### config.mk
export PLATFORM = sky130hd
export DESIGN_NAME = victim_select
export DESIGN_NICKNAME = d
export VERILOG_FILES = /design/src/rtl/vsel_pkg.sv /design/src/rtl/vsel_plru.sv /design/src/rtl/vsel_rr.sv /design/src/rtl/vsel_lfsr.sv /design/src/rtl/victim_select.sv
export SDC_FILE = /design/constraint.sdc
export NUM_CORES = 1
export LEC_CHECK = 0
export ABC_AREA = 1
export CORE_ASPECT_RATIO = 1.4
export CORE_UTILIZATION = 50
export CTS_CLUSTER_DIAMETER = 60
export CTS_CLUSTER_SIZE = 25
export DETAILED_ROUTE_END_ITERATION = 7
export DONT_BUFFER_PORTS = 1
export GPL_TIMING_DRIVEN = 1
export SLEW_MARGIN = 20
export SYNTH_ARGS = -nofsm -noshare
export SYNTH_HDL_FRONTEND = slang
export SYNTH_SLANG_ARGS = --single-unit
### constraint.sdc
create_clock -name clk -period 3.6 [get_ports clk]
set_input_delay 0.72 -clock clk [delete_from_list [all_inputs] [get_ports clk]]
set_output_delay 0.72 -clock clk [all_outputs]
set_load 0.01 [all_outputs]
### src/rtl/vsel_pkg.sv
package vsel_pkg;
  typedef enum logic [1:0] {
    POL_PLRU = 2'd0,
    POL_FIFO = 2'd1,
    POL_NMRU = 2'd2,
    POL_RAND = 2'd3
  } pol_e;
endpackage

### src/rtl/vsel_plru.sv
// Tree pseudo-LRU: victim walk from the root and path update for a touched way.
// Node n lives at bit n of the tree vector; bit 0 is unused.
module vsel_plru #(
  parameter int WAYS = 4,
  localparam int LW = $clog2(WAYS)
) (
  input  logic [WAYS-1:0] tree_i,
  input  logic [LW-1:0]   touch_i,
  output logic [LW-1:0]   victim_o,
  output logic [WAYS-1:0] tree_o
);
  logic [2*WAYS-1:0] tree_pad;
  assign tree_pad = {{WAYS{1'b0}}, tree_i};

  always_comb begin
    logic [LW:0] node;
    node = (LW+1)'(1);
    for (int lvl = 0; lvl < LW; lvl++) begin
      node = {node[LW-1:0], tree_pad[node]};
    end
    victim_o = node[LW-1:0];
  end

  always_comb begin
    logic [LW:0] path;
    logic [LW:0] node;
    path   = {1'b1, touch_i};
    tree_o = tree_i;
    for (int lvl = 0; lvl < LW; lvl++) begin
      node = path >> (LW - lvl);
      tree_o[node[LW-1:0]] = ~touch_i[LW-1-lvl];
    end
  end
endmodule

### src/rtl/vsel_rr.sv
// Round-robin pick with optional skip of the most recently used way.
module vsel_rr #(
  parameter int WAYS = 4,
  localparam int LW = $clog2(WAYS)
) (
  input  logic [LW-1:0] ptr_i,
  input  logic [LW-1:0] mru_i,
  input  logic          mru_vld_i,
  input  logic          skip_en_i,
  output logic [LW-1:0] pick_o
);
  always_comb begin
    if (skip_en_i && mru_vld_i && (ptr_i == mru_i)) pick_o = ptr_i + 1'b1;
    else                                             pick_o = ptr_i;
  end
endmodule

### src/rtl/vsel_lfsr.sv
// Free-running 16-bit Fibonacci shift register, low bits exported.
module vsel_lfsr #(
  parameter logic [15:0] SEED  = 16'hACE1,
  parameter int          OUT_W = 2
) (
  input  logic             clk,
  input  logic             rst_n,
  output logic [OUT_W-1:0] rnd_o
);
  logic [15:0] sr_q;

  always_ff @(posedge clk or negedge rst_n) begin
    if (!rst_n) sr_q <= SEED;
    else        sr_q <= {sr_q[14:0], sr_q[15] ^ sr_q[13] ^ sr_q[12] ^ sr_q[10]};
  end

  assign rnd_o = sr_q[OUT_W-1:0];
endmodule

### src/rtl/victim_select.sv
module victim_select
  import vsel_pkg::*;
#(
  parameter int          SETS      = 64,
  parameter int          WAYS      = 4,
  parameter logic [15:0] LFSR_SEED = 16'hACE1,
  localparam int         SW        = $clog2(SETS),
  localparam int         LW        = $clog2(WAYS)
) (
  input  logic          clk,
  input  logic          rst_n,
  input  logic [1:0]    mode,
  input  logic          acc_valid,
  input  logic [SW-1:0] acc_set,
  input  logic          acc_hit,
  input  logic [LW-1:0] acc_way,
  output logic [LW-1:0] victim_way,
  output logic          victim_valid
);
  pol_e pol;
  assign pol = pol_e'(mode);

  logic [WAYS-1:0] tree_q [SETS];
  logic [LW-1:0]   ptr_q  [SETS];
  logic [LW-1:0]   mru_q  [SETS];
  logic [SETS-1:0] mvld_q;

  logic [WAYS-1:0] tree_cur, tree_nxt;
  logic [LW-1:0]   plru_vic, rr_vic, rnd_vic, pick, touch;
  logic            rr_mode;

  assign tree_cur = tree_q[acc_set];
  assign rr_mode  = (pol == POL_FIFO) || (pol == POL_NMRU);

  vsel_plru #(.WAYS(WAYS)) plru_i (
    .tree_i   (tree_cur),
    .touch_i  (touch),
    .victim_o (plru_vic),
    .tree_o   (tree_nxt)
  );

  vsel_rr #(.WAYS(WAYS)) rr_i (
    .ptr_i     (ptr_q[acc_set]),
    .mru_i     (mru_q[acc_set]),
    .mru_vld_i (mvld_q[acc_set]),
    .skip_en_i (pol == POL_NMRU),
    .pick_o    (rr_vic)
  );

  vsel_lfsr #(.SEED(LFSR_SEED), .OUT_W(LW)) lfsr_i (
    .clk   (clk),
    .rst_n (rst_n),
    .rnd_o (rnd_vic)
  );

  always_comb begin
    case (pol)
      POL_PLRU:           pick = plru_vic;
      POL_FIFO, POL_NMRU: pick = rr_vic;
      default:            pick = rnd_vic;
    endcase
  end

  assign touch        = acc_hit ? acc_way : pick;
  assign victim_way   = pick;
  assign victim_valid = acc_valid & ~acc_hit;

  always_ff @(posedge clk or negedge rst_n) begin
    if (!rst_n) begin
      for (int s = 0; s < SETS; s++) begin
        tree_q[s] <= '0;
        ptr_q[s]  <= '0;
        mru_q[s]  <= '0;
      end
      mvld_q <= '0;
    end else if (acc_valid) begin
      tree_q[acc_set] <= tree_nxt;
      mru_q[acc_set]  <= touch;
      mvld_q[acc_set] <= 1'b1;
      if (!acc_hit && rr_mode) ptr_q[acc_set] <= pick + 1'b1;
    end
  end
endmodule


# ---- Word-level counts from Yosys, hierarchy flattened
# Cells that the tools add are included.
dict set report totals {
  ff_bits 592
  output_inout_bits 3
  elab_cells 254
}
dict set report classes {
  addsub 2
  magnitude_cmp 7
  eq_ne 3
  n_mux 28
  bitwise 9
  n_reduce_logical 11
}
# cell n
set ops {}
lappend ops {{bitwise mux 128 bit} 2}
lappend ops {{bitwise mux 256 bit} 1}
lappend ops {{bitwise OR 64 bit} 1}
lappend ops {{binary-select mux 2 bit (select 6 bit)} 2}
lappend ops {{binary-select mux 4 bit (select 6 bit)} 1}
lappend ops {{demux 4 bit (select 6 bit)} 1}
lappend ops {{2-to-1 mux 2 bit} 7}
lappend ops {{demux 2 bit (select 6 bit)} 1}
lappend ops {{2-to-1 mux 4 bit} 3}
lappend ops {{>= comparator 7 bit (second input constant)} 1}
lappend ops {{< comparator 6 x 7 -> 1 bit (second input constant)} 1}
lappend ops {{< comparator 7 x 1 -> 1 bit (second input constant)} 1}
lappend ops {{inverter 6 -> 7 bit} 1}
lappend ops {{binary-select mux 1 bit (select 6 bit)} 1}
lappend ops {{demux 1 bit (select 6 bit)} 1}
lappend ops {{>= comparator 6 x 1 -> 1 bit (second input constant)} 1}
lappend ops {{logical AND 1 bit} 6}
lappend ops {{2-to-1 mux 1 bit} 5}
lappend ops {{adder 2 x 1 -> 2 bit (second input constant)} 2}
lappend ops {{bitwise mux 4 bit} 1}
lappend ops {{< comparator 2 x 4 -> 1 bit (second input constant)} 1}
lappend ops {{one-hot mux 2 bit (2 select lines)} 1}
lappend ops {{< comparator 2 x 3 -> 1 bit (second input constant)} 1}
lappend ops {{inverter 1 bit} 3}
lappend ops {{12 further kinds} 14}

# ---- Depth between registers and ports, before layout
# Gate-level depths: netlist of the first run.
dict set report depth {
  ltp_word 15
  depth_mapped 27
  mapped_depth_nobuf 24
}

# ---- Hierarchy
# From an unflattened synthesis of the first run, not the netlist that was laid out.
dict set report unflattened {
  hier_cells 3975
  area_unflattened_um2 28803.9
}
# module instances cells_per_inst area_per_inst_um2
set modules_own_cells {}
lappend modules_own_cells {victim_select 1 3912 28185.8}
lappend modules_own_cells {vsel_lfsr 1 35 496.7}
lappend modules_own_cells {vsel_rr 1 15 63.8}
lappend modules_own_cells {vsel_plru 1 13 57.6}

# ---- Worst setup path before layout of the first run
# OpenSTA, ideal clock, no wires.
dict set report synth_timing {
  path_kind {input to output}
  startpoint {input acc_set[0]}
  endpoint {output victim_way[0]}
  t_arrival_ns 2.617
  t_required_ns 2.880
  slack_ns 0.263
  cell_stages 21
  path_buffers 4
  path_cell_list {buf_2 -> inv_2 -> buf_4 -> buf_2 -> nand2_1 -> nand3_1 -> nand2_1 -> o21ai_0 -> o21ai_0 -> nor2_1 -> nand2_1 -> nand2_1 -> nand2_1 -> nor2_2 -> nand2_1 -> nand2_1 -> nand3_1 -> nand2_2 -> nand2_4 -> inv_2 -> buf_2}
}
dict set report synth_between {
  elab_chain_cells 8
}
# element line
set synth_rtl {}
lappend synth_rtl {{start: declaration} victim_select.sv:14} ;# input logic [SW-1:0] acc_set,
lappend synth_rtl {{parallel branches: the longest is 7 deep, another holds adder 2 x 1 -> 2 bit} --}
lappend synth_rtl {{one-hot mux 2 bit (2 select lines) *} victim_select.sv:57} ;# case (pol)
lappend synth_rtl {{end: declaration} victim_select.sv:17} ;# output logic [LW-1:0] victim_way,
# Mark *: on every way between the ends. The select of a mux whose other input is x is not followed.

# ---- Worst setup path in the final report of the first run
# Ends and elaborated chain as after synthesis.

==> flow_metrics.env, run 1 <==
export IMPL_grt_ovfl_total=0
export IMPL_cp_data_required_time_ns=2.88
export IMPL_synth_edf_count=0
export IMPL_fillers=4671
export IMPL_drt_pass1_iter_count=8
export IMPL_nNetsFinal=3427
export IMPL_viasPerCell=5.536
export IMPL_syn2layout_area_growth_pct=14.23
export IMPL_finalMaxSlewViolations=404
export IMPL_leakagePower_nw=14.46
export IMPL_violations="DRC, hold timing, slew limit"
export IMPL_io_buffers=0
export IMPL_die_x_um=193.1
export IMPL_hold_violations=78
export IMPL_htreeDepth=2
export IMPL_netlist_area_mm2=0.02557
export IMPL_reg2reg_depth=24
export IMPL_track_usage=0.3273
export IMPL_total_power_mw=13.97
export IMPL_cap_violations=0
export IMPL_met1_usage=0.4533
export IMPL_min_period_over_period=0.9933
export IMPL_die_y_um=269.6
export IMPL_grt_pass1_wl_um=128400
export IMPL_setup_violations=0
export IMPL_synth_ff_type="dfrtp_1"
export IMPL_reg2reg_from="ptr_q[93]"
export IMPL_fin_hold_ws_ns=-0.1797
export IMPL_rsz0062_at_grt="true"
export IMPL_min_period_ns=3.576
export IMPL_worst_pin_slew_ns=3.049
export IMPL_seq_area_frac_synth=0.5171
export IMPL_gp_congestion=0.9475
export IMPL_power_density_mw_per_mm2=478.2
export IMPL_cts_sinks=528
export IMPL_die_area_mm2=0.05206
export IMPL_max_freq_mhz=279.6
export IMPL_synth_top_area_frac=0.5089
export IMPL_startpoint_type="input port"
export IMPL_synth_cell_type_count=35
export IMPL_dpl_hpwl_um=56730
export IMPL_end_kind="output port"
export IMPL_busiest_layer="met2"
export IMPL_num_rows=97
export IMPL_min_path_type="in2async"
export IMPL_slew_headroom=-1.033
export IMPL_synth_avg_cell_area_um2=7.653
export IMPL_dpl_instance_area_mm2=0.02721
export IMPL_drt_initial_drc_count=1995
export IMPL_ios=17
export IMPL_wl_per_cell_um=20.88
export IMPL_fin_tns_setup_ns=0
export IMPL_utilization=0.5813
export IMPL_cts_root_buf="clkbuf_16"
export IMPL_grt_pass1_vias=21740
export IMPL_clock_path_buffers=3
export IMPL_peakVddDrop_v=0.0004372
export IMPL_cpMostUsedCell="nand2_1"
export IMPL_drive_above_1_share=0.1114
export IMPL_initial_core_util=0.5089
export IMPL_grt_antenna_before_repair=1
export IMPL_netlist_instances=3341
export IMPL_cts_tree="yes"
export IMPL_r2r_slack_ns=0.57
export IMPL_yosys_top_cells_area="dfrtp_1 (51%), nand2_1 (17%), inv_1 (5.5%)"
export IMPL_r2r_end="tree_q[187]"
export IMPL_synth_nets=3358
export IMPL_design_area_mm2=0.02921
export IMPL_use_met3=0.04178
export IMPL_slowest_delay_ns=0.20
export IMPL_fin_skew_ns=0.03309
export IMPL_seqCellArea_mm2=0.01322
export IMPL_drc=2
export IMPL_grt_max_degree=529
export IMPL_num_vias=22600
export IMPL_core_area_mm2=0.05025
export IMPL_slowest_stage="nor2_4"
export IMPL_insertion_delay_ns=0.60
export IMPL_antenna_left=0
export IMPL_routed_wl_um=85240
export IMPL_met2_usage=0.5215
export IMPL_yosys_warnings=0
export IMPL_crit_path_cell_trace="clkinv_16 > buf_12 > buf_12 > nor2_4 > buf_12 > nand2_1 > nand4_1 > o21ai_1 > buf_4 > nand2_1 > nor2_1 > buf_4 > nand2_1 > nand2_1 > nand2_1 > a21oi_2 > nand2_2 > nand2_4 > inv_8"
export IMPL_cp_arrival_ns=2.86
export IMPL_status="finished, violations left"
export IMPL_clk_pin_slew_ns=0.08
export IMPL_cts_buffers_inserted=37
export IMPL_crit_fanout=269
export IMPL_yosysTopAreaCell="dfrtp_1"
export IMPL_async_reset_ff_frac=1.000
export IMPL_multi_input_area_mm2=0.01038
export IMPL_crit_type="in2out"
export IMPL_ys_ff_latch=528
export IMPL_cp_startpoint="acc_set[0]"
synthesized netlist by cell type, types with 7 or more instances:
library cell / number
o21ai_1: 36
nand3_1: 213
buf_1: 7
o21ai_0: 227
o211ai_1: 53
dfrtp_1: 520
clkbuf_1: 33
a21oi_1: 61
a31oi_1: 15
inv_1: 373
o21a_1: 67
nand2_1: 1171
buf_4: 23
or2_2: 37
buf_2: 76
dfstp_2: 8
nor2_1: 320
a22oi_1: 25
inv_2: 11
nand4_1: 20
registers in the layout, summed over array words and instances (netlist names):
signal       flops
tree_q         192
mru_q          128
ptr_q          128
mvld_q          64
lfsr_i.sr_q     16
report_power, final:
| group | switching, mW | internal, mW |
|---|---|---|
| combinational | 1.37 | 0.912 |
| sequential | 0.376 | 6.72 |
| clock | 2.40 | 2.20 |
repair_timing:
action                                 CTS  global route
gates cloned                             0            10
pin swaps                                1            53
endpoints found under the hold margin  520           520
resized for setup                       17           113
setup buffers                            6             9
setup endpoints to repair                2             2
layout by cell type, fill, tap and decap left out, types with 5 or more instances in the layout:
cell type | Yosys | routed
or2_2 | 37 | 37
buf_6 | 5 | 10
nand3_1 | 213 | 208
nor2_1 | 320 | 301
o21ai_0 | 227 | 202
a21oi_1 | 61 | 60
inv_6 | 0 | 9
o21a_1 | 67 | 67
clkbuf_16 | 0 | 47
inv_1 | 373 | 372
nor2_2 | 2 | 13
nand3_2 | 0 | 5
a22oi_1 | 25 | 20
nand4_1 | 20 | 20
inv_2 | 11 | 8
a31oi_1 | 15 | 15
buf_12 | 0 | 38
nor2_4 | 2 | 10
o21ai_2 | 0 | 9
a22oi_2 | 0 | 5
dfstp_2 | 8 | 8
nand2_1 | 1171 | 1148
o21ai_1 | 36 | 51
o211ai_1 | 53 | 53
buf_4 | 23 | 114
nor3_1 | 6 | 6
dfrtp_1 | 520 | 520
nand2_2 | 6 | 28
worst max path at each step:
stage | end | slack (ns) | cells after the start
floorplan | victim_way[0] | 0.26 | 21
global route | victim_way[1] | -0.11 | 23
global placement | victim_way[1] | -0.29 | 21
detailed placement | victim_way[1] | -0.24 | 21
CTS | victim_way[1] | 0.01 | 21
finish | victim_way[0] | 0.02 | 19
cells by family after synthesis:
| group | Yosys count | synth area share |
|---|---|---|
| XOR/XNOR | 3 | 0.001028 |
| buffers and inverters | 533 | 0.08681 |
| adder cells (fa/ha/maj) | 3 | 0.001468 |
| AND/OR/NAND/NOR | 1787 | 0.2832 |
| AO/OA/AOI/OAI | 487 | 0.1104 |
| flip-flops | 528 | 0.5171 |
through the flow:
| step | std cells | hold slack (ns) | worst slack, ns |
|---|---|---|---|
| global placement | 3992 | 0.3432 | -0.2851 |
| floorplan | 3341 | 0.3312 | 0.2632 |
| global route | 4083 | -0.1985 | -0.1122 |
| CTS | 4065 | -0.1907 | 0.01060 |
| detailed placement | 3992 | 0.3363 | -0.2408 |
| finish | 4083 | -0.1797 | 0.02406 |
cell type report:
| class | count | share of cell area |
|---|---|---|
| well taps | 643 | 0.02754 |
| diodes | 2 | 0.0001714 |
| clock inverters | 26 | 0.009810 |
| multi-input cells | 2280 | 0.3553 |
| inverters | 389 | 0.05162 |
| flip-flops and latches | 528 | 0.4527 |
| clock buffers | 41 | 0.03436 |
| repair buffers | 174 | 0.06854 |
routing by layer:
metal | up-vias | wire [um]
li1 | 10620 | -
met1 | 10980 | 35790
met2 | 836 | 40040
met3 | 170 | 5779
met4 | 0 | 3626
met5 | - | 0
worst max-delay path: cells and delay by family:
family                 cells  cell delay, ns
buffers and inverters      7            0.96
AND/OR/NAND/NOR           10            0.91
AO/OA/AOI/OAI              2            0.15
Note: power is estimated with default switching activity, not from simulation.
==> run 2, diff against run 1 <==
==> constraint.sdc (replaced) <==
create_clock -name clk -period 3.6 [get_ports clk]
set_input_delay 0.72 -clock clk [delete_from_list [all_inputs] [get_ports clk]]
set_output_delay 0.72 -clock clk [all_outputs]
set_load 0.05 [all_outputs]
==> flow_metrics.env, run 2 (synthesis results as in run 1) <==
export IMPL_status="finished, violations left"
export IMPL_violations="DRC, hold timing, slew limit, setup timing"
export IMPL_crit_fanout=269
export IMPL_final_common_cell="nand2_1"
export IMPL_clock_path_buffers=3
export IMPL_min_period_over_period=1.028
export IMPL_fin_skew_ns=0.03966
export IMPL_num_vias=22610
export IMPL_combPwrFrac=0.161
export IMPL_drc=4
export IMPL_antenna_left=0
export IMPL_grt_max_degree=529
export IMPL_drt_pass1_iter_count=7
export IMPL_cts_sinks=528
export IMPL_slowest_delay_ns=0.18
export IMPL_dpl_hpwl_um=57190
export IMPL_leakagePower_nw=14.52
export IMPL_switching_power_mw=4.255
export IMPL_r2r_end="tree_q[13]"
export IMPL_startpoint_type="input port"
export IMPL_nNetsFinal=3430
export IMPL_end_kind="output port"
export IMPL_initial_core_util=0.5089
export IMPL_syn2layout_area_growth_pct=14.55
export IMPL_track_usage=0.3307
export IMPL_cp_arrival_ns=2.98
export IMPL_routed_wl_um=85130
export IMPL_wl_per_cell_um=20.83
export IMPL_grt_pass1_wl_um=129600
export IMPL_fin_ws_ns=-0.1007
export IMPL_largest_register_ffs=192
export IMPL_max_freq_mhz=270.2
export IMPL_p_sw_frac=0.3014
export IMPL_crit_path_cell_trace="clkinv_16 > buf_16 > clkbuf_16 > nand2_2 > nand3_1 > nand2_1 > nor2_1 > buf_4 > o21ai_2 > nor2_1 > nand2_1 > nand2_1 > nand2_2 > nor2_4 > nand2_2 > nand2_1 > nand3_2 > nand2_2 > nand2_4 > inv_2 > buf_12"
export IMPL_grt_pass1_vias=21920
export IMPL_power_density_mw_per_mm2=482.0
export IMPL_regMostFlops="tree_q"
export IMPL_die_x_um=193.1
export IMPL_cts_buffers_inserted=37
export IMPL_internal_power_mw=9.861
export IMPL_clk_pin_slew_ns=0.09
export IMPL_min_period_ns=3.701
export IMPL_min_path_type="in2async"
export IMPL_fin_tns_setup_ns=-0.1962
export IMPL_cts_tree="yes"
export IMPL_die_y_um=269.6
export IMPL_finalMaxSlewViolations=85
export IMPL_slowest_stage="buf_16"
export IMPL_cp_data_required_time_ns=2.88
export IMPL_crit_type="in2out"
export IMPL_htreeDepth=2
export IMPL_sequentialPowerShare=0.504
export IMPL_core_area_mm2=0.05025
export IMPL_cap_violations=0
export IMPL_peakVddDrop_v=0.0003929
export IMPL_ios=17
export IMPL_reg2reg_depth=23
export IMPL_reg_largest_list="tree_q: 192 flops, mru_q: 128 flops, ptr_q: 128 flops"
export IMPL_cts_root_buf="clkbuf_16"
export IMPL_pwr_share_clk=0.335
export IMPL_cp_startpoint="acc_set[0]"
export IMPL_viasPerCell=5.534
export IMPL_gp_congestion=0.9178
export IMPL_rsz0062_at_grt="true"
export IMPL_io_buffers=0
export IMPL_hold_violations=131
export IMPL_total_power_mw=14.12
export IMPL_die_area_mm2=0.05206
export IMPL_drt_initial_drc_count=2216
export IMPL_worst_pin_slew_ns=1.640
export IMPL_drive_above_1_share=0.1153
export IMPL_grt_antenna_before_repair=0
export IMPL_setup_violations=2
export IMPL_layout_common_cells="nand2_1 (1,143), dfrtp_1 (520), inv_1 (372)"
export IMPL_slew_headroom=-0.09358
export IMPL_fin_hold_ws_ns=-0.1881
export IMPL_reg2reg_from="mru_q[4]"
export IMPL_r2r_slack_ns=0.55
export IMPL_insertion_delay_ns=0.60
export IMPL_grt_ovfl_total=0
export IMPL_num_rows=97
## run 2: power groups by stage
stage / combinational (mW) / clock [mW] / sequential (mW)
floorplan: 1.49 / 0 / 7.08
global placement: 2.10 / 0 / 7.19
detailed placement: 2.14 / 0 / 7.21
CTS: 2.18 / 4.78 / 7.10
global route: 2.51 / 5.00 / 7.19
finish: 2.28 / 4.72 / 7.12
## run 2: critical path: cells and delay by family
family / cells / cell delay (ns)
AND/OR/NAND/NOR: 14 / 1.18
AO/OA/AOI/OAI: 1 / 0.05
buffers and inverters: 6 / 0.85
## run 2: worst max-delay path by stage
stage | endpoint | depth (start not counted)
floorplan | victim_way[0] | 21
global placement | victim_way[0] | 17
detailed placement | victim_way[1] | 22
CTS | victim_way[1] | 21
global route | victim_way[1] | 23
finish | victim_way[0] | 21
## run 2: area by class of cell
type	instances	area [um2]
multi-input combinational	2280	10420
clock inverter	25	306.5
sequential	528	13220
clock buffer	43	1011
timing repair buffer	177	2028
tap	643	804.5
fill	4651	20960
antenna	1	2.502
inverter	389	1496
## run 2: what timing repair did
item	CTS	global route
gates resized for setup	21	112
hold endpoints to repair	520	520
setup buffers	4	6
cloned	1	6
endpoints found under the setup margin	2	2
pin swaps	2	68
## run 2: routing by layer
metal | vias up | global-route usage | share of wire
met3 | 211 | 0.05154 | 0.066
met1 | 10960 | 0.4517 | 0.42
li1 | 10620 | - | -
met2 | 822 | 0.5182 | 0.47
met4 | 0 | 0.1437 | 0.048
met5 | - | 0 | 0
## run 2: metrics by stage
step / std cells / cell area, um2 / worst slack [ns] / util
detailed placement: 4002 / 27330 / -0.2260 / 0.5440
CTS: 4075 / 28780 / 0.0007689 / 0.5727
floorplan: 3341 / 25570 / 0.1316 / -
global placement: 4002 / 27330 / -0.2361 / 0.5440
finish: 4086 / 29290 / -0.1007 / 0.5829
global route: 4085 / 29290 / -0.1073 / 0.5829
